## src/rtl/pcd_pkg.sv

```systemverilog
package pcd_pkg;

  typedef enum logic {
    EDGE_FALL = 1'b0,
    EDGE_RISE = 1'b1
  } edge_mode_e;

  // Level a pin rests at when no event is pending in the given mode.
  function automatic logic idle_level(input edge_mode_e mode);
    return (mode == EDGE_FALL);
  endfunction

endpackage

```

## src/rtl/pcd_sync.sv

```systemverilog
module pcd_sync #(
  parameter int W      = 8,
  parameter int STAGES = 2
) (
  input  logic         clk,
  input  logic         rst_n,
  input  logic [W-1:0] d,
  output logic [W-1:0] q
);
  logic [W-1:0] stg [STAGES];

  always_ff @(posedge clk or negedge rst_n) begin
    if (!rst_n) begin
      for (int s = 0; s < STAGES; s++) stg[s] <= '0;
    end else begin
      stg[0] <= d;
      for (int s = 1; s < STAGES; s++) stg[s] <= stg[s-1];
    end
  end

  assign q = stg[STAGES-1];
endmodule

```

## src/rtl/pcd_combine.sv

```systemverilog
module pcd_combine
  import pcd_pkg::*;
#(
  parameter int W = 8
) (
  input  logic [W-1:0] pins,
  input  logic [W-1:0] dir_out,
  input  edge_mode_e   mode,
  output logic         group_active
);
  // A pin counts as active when it is eligible and away from idle.
  function automatic logic any_away(input logic [W-1:0] p,
                                    input logic [W-1:0] d,
                                    input logic         idle);
    logic [W-1:0] away;
    away = (p ^ {W{idle}}) & ~d;
    return |away;
  endfunction

  assign group_active = any_away(pins, dir_out, idle_level(mode));
endmodule

```

## src/rtl/pcd_edge_flag.sv

```systemverilog
module pcd_edge_flag (
  input  logic clk,
  input  logic rst_n,
  input  logic act_now,
  input  logic reseed,
  input  logic flag_clr,
  output logic edge_pulse,
  output logic flag
);
  logic act_q;
  logic prev_q;

  // Both start as "active" so nothing can fire before the pins settle.
  always_ff @(posedge clk or negedge rst_n) begin
    if (!rst_n) begin
      act_q  <= 1'b1;
      prev_q <= 1'b1;
    end else begin
      act_q  <= act_now;
      prev_q <= reseed ? act_now : act_q;
    end
  end

  assign edge_pulse = act_q & ~prev_q;

  always_ff @(posedge clk or negedge rst_n) begin
    if (!rst_n)          flag <= 1'b0;
    else if (edge_pulse) flag <= 1'b1;
    else if (flag_clr)   flag <= 1'b0;
  end
endmodule

```

## src/rtl/grp_pin_chg_irq.sv

```systemverilog
module grp_pin_chg_irq
  import pcd_pkg::*;
#(
  parameter int PORT_W      = 4,
  parameter int SYNC_STAGES = 2
) (
  input  logic              clk,
  input  logic              rst_n,
  input  logic [PORT_W-1:0] port_b_pin,
  input  logic [PORT_W-1:0] port_c_pin,
  input  logic [PORT_W-1:0] port_b_dir,
  input  logic [PORT_W-1:0] port_c_dir,
  input  logic              rise_sel,
  input  logic              irq_en,
  input  logic              flag_clr,
  output logic              irq_flag,
  output logic              irq_out
);
  localparam int NPIN = 2 * PORT_W;

  logic [NPIN-1:0] raw_pins;
  logic [NPIN-1:0] sync_pins;
  logic [NPIN-1:0] dir_all;
  logic [NPIN-1:0] dir_q;
  edge_mode_e      mode;
  edge_mode_e      mode_q;
  logic            group_active;
  logic            cfg_chg;
  logic            edge_pulse;

  assign raw_pins = {port_c_pin, port_b_pin};
  assign dir_all  = {port_c_dir, port_b_dir};
  assign mode     = edge_mode_e'(rise_sel);

  pcd_sync #(.W(NPIN), .STAGES(SYNC_STAGES)) u_sync (
    .clk(clk), .rst_n(rst_n), .d(raw_pins), .q(sync_pins)
  );

  pcd_combine #(.W(NPIN)) u_comb (
    .pins(sync_pins), .dir_out(dir_all), .mode(mode),
    .group_active(group_active)
  );

  always_ff @(posedge clk or negedge rst_n) begin
    if (!rst_n) begin
      dir_q  <= '0;
      mode_q <= EDGE_RISE;
    end else begin
      dir_q  <= dir_all;
      mode_q <= mode;
    end
  end

  assign cfg_chg = (dir_q != dir_all) || (mode_q != mode);

  pcd_edge_flag u_edge (
    .clk(clk), .rst_n(rst_n), .act_now(group_active), .reseed(cfg_chg),
    .flag_clr(flag_clr), .edge_pulse(edge_pulse), .flag(irq_flag)
  );

  assign irq_out = irq_flag & irq_en;
endmodule

```

## config.mk

```make
export PLATFORM = sky130hd
export DESIGN_NAME = grp_pin_chg_irq
export DESIGN_NICKNAME = d
export VERILOG_FILES = /design/src/rtl/pcd_pkg.sv /design/src/rtl/pcd_sync.sv /design/src/rtl/pcd_combine.sv /design/src/rtl/pcd_edge_flag.sv /design/src/rtl/grp_pin_chg_irq.sv
export SDC_FILE = /design/constraint.sdc
export NUM_CORES = 1
export LEC_CHECK = 0
export BUFFER_PORTS_ARGS = -buffer_cell sky130_fd_sc_hd__buf_2
export CORE_MARGIN = 5
export CORE_UTILIZATION = 49
export CTS_BUF_LIST = sky130_fd_sc_hd__clkbuf_2 sky130_fd_sc_hd__clkbuf_4 sky130_fd_sc_hd__clkbuf_8
export DETAILED_ROUTE_END_ITERATION = 12
export PLACE_DENSITY = 0.84
export RECOVER_POWER = 25
export SLEW_MARGIN = 20
export SYNTH_ARGS = -nofsm -noshare
export SYNTH_HDL_FRONTEND = slang
export SYNTH_HIERARCHICAL = 1
export SYNTH_SLANG_ARGS = --single-unit
```

## constraint.sdc

```tcl
create_clock -name clk -period 1.39 [get_ports clk]
set_input_delay 0.139 -clock clk [delete_from_list [all_inputs] [get_ports clk]]
set_output_delay 0.139 -clock clk [all_outputs]
set_load 0.02 [all_outputs]
```

==> flow_metrics.py, run 1 <==
metrics = {
    "run_status": {
        "status": "complete, but fails checks",
        "failed_checks": "negative setup slack",
    },
    "power": {
        "pwr-share-clk_pct": 26.0,
        "peakVddDrop_v": 0.0007225,
        "share_comb_of_total_power_pct": 11.7,
        "power_mw": 1.415,
        "p_int_mw": 1.115,
        "leakage_nw": 0.6481,
        "seqPwrFrac_pct": 62.3,
        "power_density_nw_per_um2": 1068,
        "power_switching_uw": 300.0,
        "power_switching_share_pct": 21.21,
    },
    "routing": {
        "drc": 0,
        "vias": 631,
        "final_antenna_net_count": 0,
        "first_pass_iters": 2,
        "vias_per_cell": 4.572,
        "drt_iter0_markers": 2,
        "post_drt_wl_per_cell_um": 11.44,
        "routed_wl_um": 1579,
    },
    "timing": {
        "period_share_pct": 107.0,
        "maxSlewHeadroom_pct": 62.54,
        "min_period_ps": 1487,
        "setup_viol": 1,
        "final-hold-violation-count": 0,
        "worstMarginPinSlew_ps": 561.8,
        "tns_ps": -96.64,
        "grt_setup_unrepaired": "yes",
        "setup_ws_ps": -96.64,
        "fmax_ghz": 0.6727,
        "drv_slew": 0,
        "fin_skew_ps": 0.7841,
    },
    "yosys": {
        "ys_top_cells_by_area": "dfrtp_1 (62%), dfstp_2 (7.8%), xor2_1 (6.1%), buf_4 (5.9%), o22ai_1 (5.0%)",
        "yosys_most_used_dff": "dfrtp_1",
        "synth.distinct_cells": 17,
        "synth_nets": 94,
        "synthArstFlopShare_pct": 100.0,
        "yosys_register_bits": 28,
        "synth_top_area_cell": "dfrtp_1",
        "synth.yosys.warnings": 6,
        "syn_inst": 73,
        "synth_area_um2": 1010,
        "synth_edf_count": 0,
        "yosysMostFrequentCell": "dfrtp_1",
        "syn_area_per_cell_um2": 13.83,
        "synth.top_cells.by_count": "dfrtp_1 (25), inv_1 (9), buf_4 (8), o22ai_1 (8), xor2_1 (7)",
        "yosysTopAreaCellShare_pct": 61.96,
        "seq_area_frac_synth_pct": 69.76,
    },
    "cts": {
        "htreeDepth": 1,
        "cts_tree": "done",
        "clkTransAtPathRegs_ps": 130,
        "clockBufferDepth": 2,
        "cts-root-buf": "clkbuf_4",
        "insertion_delay_ps": 310,
        "cts_buffers": 3,
        "clock-sinks": 28,
    },
    "worst_setup_path": {
        "path_depth": 5,
        "crit_arrival_ps": 1740,
        "start_kind": "register",
        "cp_max_fo": 2,
        "worst-path-buf-inv": 0,
        "worst_path_max_delay_cell": "or4_1",
        "cpPeakStageDelay_ps": 550,
        "reg2reg_depth": 5,
        "critical_path_class": "register to register",
        "cp_top_family": "simple AND/OR/NAND/NOR gates",
        "required_ps": 1640,
        "cp-end-kind": "register",
        "crit_chain": "o22ai_1, or4_1, nor2_2, a21oi_2, mux2_4",
    },
    "floorplan": {
        "io_pins": 23,
        "start_util_pct": 51.47,
        "num_rows": 16,
        "dieWidth_um": 55.40,
        "core_area_um2": 1962,
        "die_area_um2": 3069,
        "die-height_um": 55.40,
    },
    "grt": {
        "grt_pass1_wl_um": 2835,
        "grt_pass1_vias": 688,
        "track_usage_pct": 11.60,
        "antenna_found_initial": 0,
        "grt_max_degree": 29,
        "grt-ovfl-total": 0,
    },
    "layout": {
        "drive_gt1_share_pct": 31.53,
        "syn2layout_area_growth_pct": 31.23,
        "fin_cells": 138,
        "nets": 133,
        "antenna_cells": 0,
        "nFillCells": 163,
        "utilization_pct": 67.54,
    },
    "hold_path": {
        "hold_path_depth": 3,
        "hold_path.class": "input pin to register",
    },
    "placement": {
        "portBuffers": 22,
        "place.gp.congestion": 0.7930,
        "dp.cells": 115,
        "preCtsSetupSlack_ps": -96.68,
        "place_hpwl_um": 1075,
    },
    "job": {
        "cap_violations": 0,
    },
}
path summary, 6_finish.rpt:
kind                                 from       endpoint  slack, ps
min                              flag_clr    u_edge/flag         90
min reg2reg                u_sync/stg[11]    u_sync/q[3]        360
max reg2reg                   u_sync/q[2]  u_edge/prev_q       -100
max                           u_sync/q[2]  u_edge/prev_q       -100
min in group asynchronous           rst_n       dir_q[5]        340
max in group asynchronous           rst_n         mode_q        680
sequential cells by signal, summed over array words and instances (netlist names):
register and flops:
u_edge/act_q 1, u_edge/flag 1, u_sync/q 8, dir_q 8, mode_q 1, u_sync/stg 8
u_edge/prev_q 1
cells in the final DEF (no fill, tap or decap):
cell type and count:
dfrtp_1 25, buf_2 22, dlygate4sd3_1 17, inv_1 9
o22ai_1 8, xor2_1 7, clkbuf_4 3, dfstp_2 3
xnor2_1 2, nor4_1 2, buf_4 2, nor3_1 1
nand4_1 1, and2_1 1, clkbuf_8 1, clkbuf_1 1
or4_1 1, nor2_2 1, a21oi_2 1, mux2_4 1
nor2b_4 1, a21o_1 1
worst reg2reg max path: stages (launching register included):
cell	delay [ps]
dfrtp_1	370
o22ai_1	90
or4_1	550
nor2_2	120
a21oi_2	40
mux2_4	260
layer usage:
layer / track usage (%) / up-vias / wire length [um]
met3: 3.730 / 2 / 115
met1: 13.31 / 301 / 649
li1: - / 309 / -
met2: 19.26 / 19 / 800
met4: 5.903 / 0 / 13
met5: 0 / - / 0
cell families after synthesis:
logic type | count (synthesis) | synth area share [%]
muxes | 1 | 1.487
and+or+nand+nor | 8 | 5.452
DFF | 28 | 69.76
xor gates and xnor gates | 9 | 7.807
buffers and inverters | 17 | 9.294
AOI/OAI and AO/OA | 10 | 6.196
area by class of cell:
class	count	area, um2	share of cell area [%]
clock buffers	4	36.28	2.738
multi-input cells	28	217.7	16.43
repair buffers	42	299.0	22.57
inverters	9	33.78	2.550
flip-flops and latches	28	704.4	53.16
well taps	27	33.78	2.550
power groups by stage:
stage                     registers [mW]  clock network [mW]  logic, mW
final                              0.881               0.367      0.166
after CTS                          0.882               0.382      0.166
after global placement             0.895                   0      0.120
after detailed placement           0.898                   0      0.125
after global routing               0.887               0.404      0.186
after floorplan                    0.895                   0     0.0698
timing repair:
action | CTS | global route
setup buffers | 2 | 0
resized for setup | 0 | 2
endpoints found under the setup margin | 1 | 1
hold endpoints to repair | 41 | 0
hold buffers | 17 | 0
pin swaps | 3 | 3
through the flow:
stage | hold WS [ps] | instance area (um2)
floorplan | -156.6 | 1010
global placement | 154.5 | 1101
detailed placement | 163.2 | 1101
CTS | 44.74 | 1323
global route | 84.04 | 1325
finish | 88.51 | 1325
No activity file was read; power rests on OpenSTA's default activity.
==> run 2, diff against run 1 <==
--- a/config.mk
+++ b/config.mk
@@ -6,12 +6,15 @@
 export NUM_CORES = 1
 export LEC_CHECK = 0
 export BUFFER_PORTS_ARGS = -buffer_cell sky130_fd_sc_hd__buf_2
+export CELL_PAD_IN_SITES_DETAIL_PLACEMENT = 0
+export CELL_PAD_IN_SITES_GLOBAL_PLACEMENT = 2
 export CORE_MARGIN = 5
-export CORE_UTILIZATION = 49
+export CORE_UTILIZATION = 33
 export CTS_BUF_LIST = sky130_fd_sc_hd__clkbuf_2 sky130_fd_sc_hd__clkbuf_4 sky130_fd_sc_hd__clkbuf_8
 export DETAILED_ROUTE_END_ITERATION = 12
 export PLACE_DENSITY = 0.84
 export RECOVER_POWER = 25
+export SKIP_LAST_GASP = 1
 export SLEW_MARGIN = 20
 export SYNTH_ARGS = -nofsm -noshare
 export SYNTH_HDL_FRONTEND = slang
==> flow_metrics.py, run 2 (synthesized netlist as in run 1, its figures left out) <==
metrics = {
    "timing": {
        "final-hold-violation-count": 0,
        "setup_viol": 1,
        "fmax_ghz": 0.6954,
        "fin_skew_ps": 1.261,
        "period_share_pct": 103.5,
        "drv_slew": 0,
        "maxSlewHeadroom_pct": 62.36,
        "setup_ws_ps": -47.99,
        "worstMarginPinSlew_ps": 564.6,
        "min_period_ps": 1438,
        "grt_setup_unrepaired": "yes",
    },
    "layout": {
        "utilization_pct": 44.13,
        "syn2layout_area_growth_pct": 31.23,
        "nets": 132,
        "antenna_cells": 0,
        "final_common_cell": "dfrtp_1",
        "layout_common_cells": "dfrtp_1 (25), buf_2 (22), dlygate4sd3_1 (18)",
        "fin_cells": 143,
        "drive_gt1_share_pct": 29.09,
        "final_cell_area_um2": 1325,
    },
    "cts": {
        "cts-root-buf": "clkbuf_4",
        "htreeDepth": 1,
        "cts_resized": 0,
        "clock-sinks": 28,
        "insertion_delay_ps": 310,
        "clkTransAtPathRegs_ps": 130,
        "clockBufferDepth": 2,
        "cts_tree": "done",
        "cts_buffers": 3,
    },
    "job": {
        "cap_violations": 0,
    },
    "worst_setup_path": {
        "crit_arrival_ps": 1690,
        "rrSetupSlack_ps": -50,
        "reg2reg_depth": 5,
        "reg2reg_to": "u_edge/prev_q",
        "cp_max_fo": 2,
        "cp-end-kind": "register",
        "start_kind": "register",
        "required_ps": 1640,
        "critical_path_class": "register to register",
        "r2r-start": "u_sync/q[6]",
    },
    "grt": {
        "grt_pass1_vias": 690,
        "grt-ovfl-total": 0,
        "grt_pass1_wl_um": 2622,
        "antenna_found_initial": 0,
        "track_usage_pct": 7.754,
        "grt_max_degree": 29,
    },
    "hold_path": {
        "hp-start": "flag_clr",
        "hold_path_end": "u_edge/flag",
        "hold_path_depth": 3,
        "hold_path.class": "input pin to register",
    },
    "power": {
        "seqPwrFrac_pct": 62.3,
        "power_mw": 1.412,
        "power_density_nw_per_um2": 1066,
        "power_switching_uw": 299.0,
        "leakage_nw": 0.6458,
        "p_int_mw": 1.113,
        "peakVddDrop_v": 0.0005502,
        "pwr-share-clk_pct": 26.2,
        "power_switching_share_pct": 21.17,
        "share_comb_of_total_power_pct": 11.5,
    },
    "floorplan": {
        "die_area_um2": 4266,
        "num_rows": 20,
        "core_area_um2": 3003,
        "io_pins": 23,
        "dieWidth_um": 65.32,
        "die-height_um": 65.32,
        "start_util_pct": 33.62,
    },
    "run_status": {
        "status": "complete, but fails checks",
        "failed_checks": "negative setup slack",
    },
    "routing": {
        "vias_per_cell": 4.322,
        "drc": 0,
        "vias": 618,
        "post_drt_wl_per_cell_um": 10.58,
        "routed_wl_um": 1513,
        "final_antenna_net_count": 0,
        "drt_iter0_markers": 8,
        "first_pass_iters": 4,
    },
    "placement": {
        "preCtsSetupSlack_ps": -39.40,
        "dp.cells": 120,
        "place.gp.congestion": 0.7657,
        "portBuffers": 22,
        "place_hpwl_um": 1069,
        "place_area_um2": 1101,
    },
}
==> run 2: worst max-delay path, cell delays in order, from the launching register on <==
cell,delay [ps]
dfrtp_1,380
o22ai_1,80
or4_1,510
nor2_1,90
a21oi_1,60
mux2_4,270
==> run 2: power by group through the flow <==
stage	combinational [mW]	sequential (mW)	clock, mW
6_report	0.162	0.880	0.370
5_1_grt	0.182	0.887	0.413
4_1_cts	0.163	0.882	0.387
3_5_place_dp	0.124	0.897	0
3_3_place_gp	0.121	0.895	0
2_1_floorplan	0.0698	0.895	0
==> run 2: routing by layer <==
metal / GRT usage, % / vias up / routed length, um
met5: 0 / - / 0
met4: 3.109 / 0 / 25
met3: 2.051 / 4 / 106
met2: 13.91 / 20 / 781
met1: 8.653 / 286 / 599
li1: - / 308 / -
==> run 2: repair_timing <==
item                       in CTS  in global routing
setup endpoints to repair       1                  1
buffers inserted                0                  1
hold endpoints to repair       42                  0
hold buffers                   18                  0
==> run 2: area by class of cell <==
type                    instances  area (um2)
flip-flops and latches         28       704.4
fillers                       296        1678
multi-input cells              28       211.5
clock buffers                   4       36.28
repair buffers                 41       297.8
well taps                      33       41.29
inverters                       9       33.78
==> run 2: how the worst max path moves through the flow <==
stage | startpoint | slack (ps) | to
after CTS | u_sync/q[7] | -60 | u_edge/prev_q
after global routing | u_sync/q[7] | -140 | u_edge/prev_q
final | u_sync/q[6] | -50 | u_edge/prev_q
after detailed placement | u_sync/q[7] | -40 | u_edge/prev_q
after global placement | u_sync/q[6] | -5 | u_edge/prev_q
after floorplan | u_sync/q[6] | -50 | u_edge/prev_q
==> run 2: through the flow <==
step	setup TNS, ps	hold slack, ps
floorplan	-46.87	-156.6
finish	-47.99	97.93
global placement	-5.243	165.1
detailed placement	-39.40	174.1
global route	-143.9	104.6
CTS	-55.08	98.49
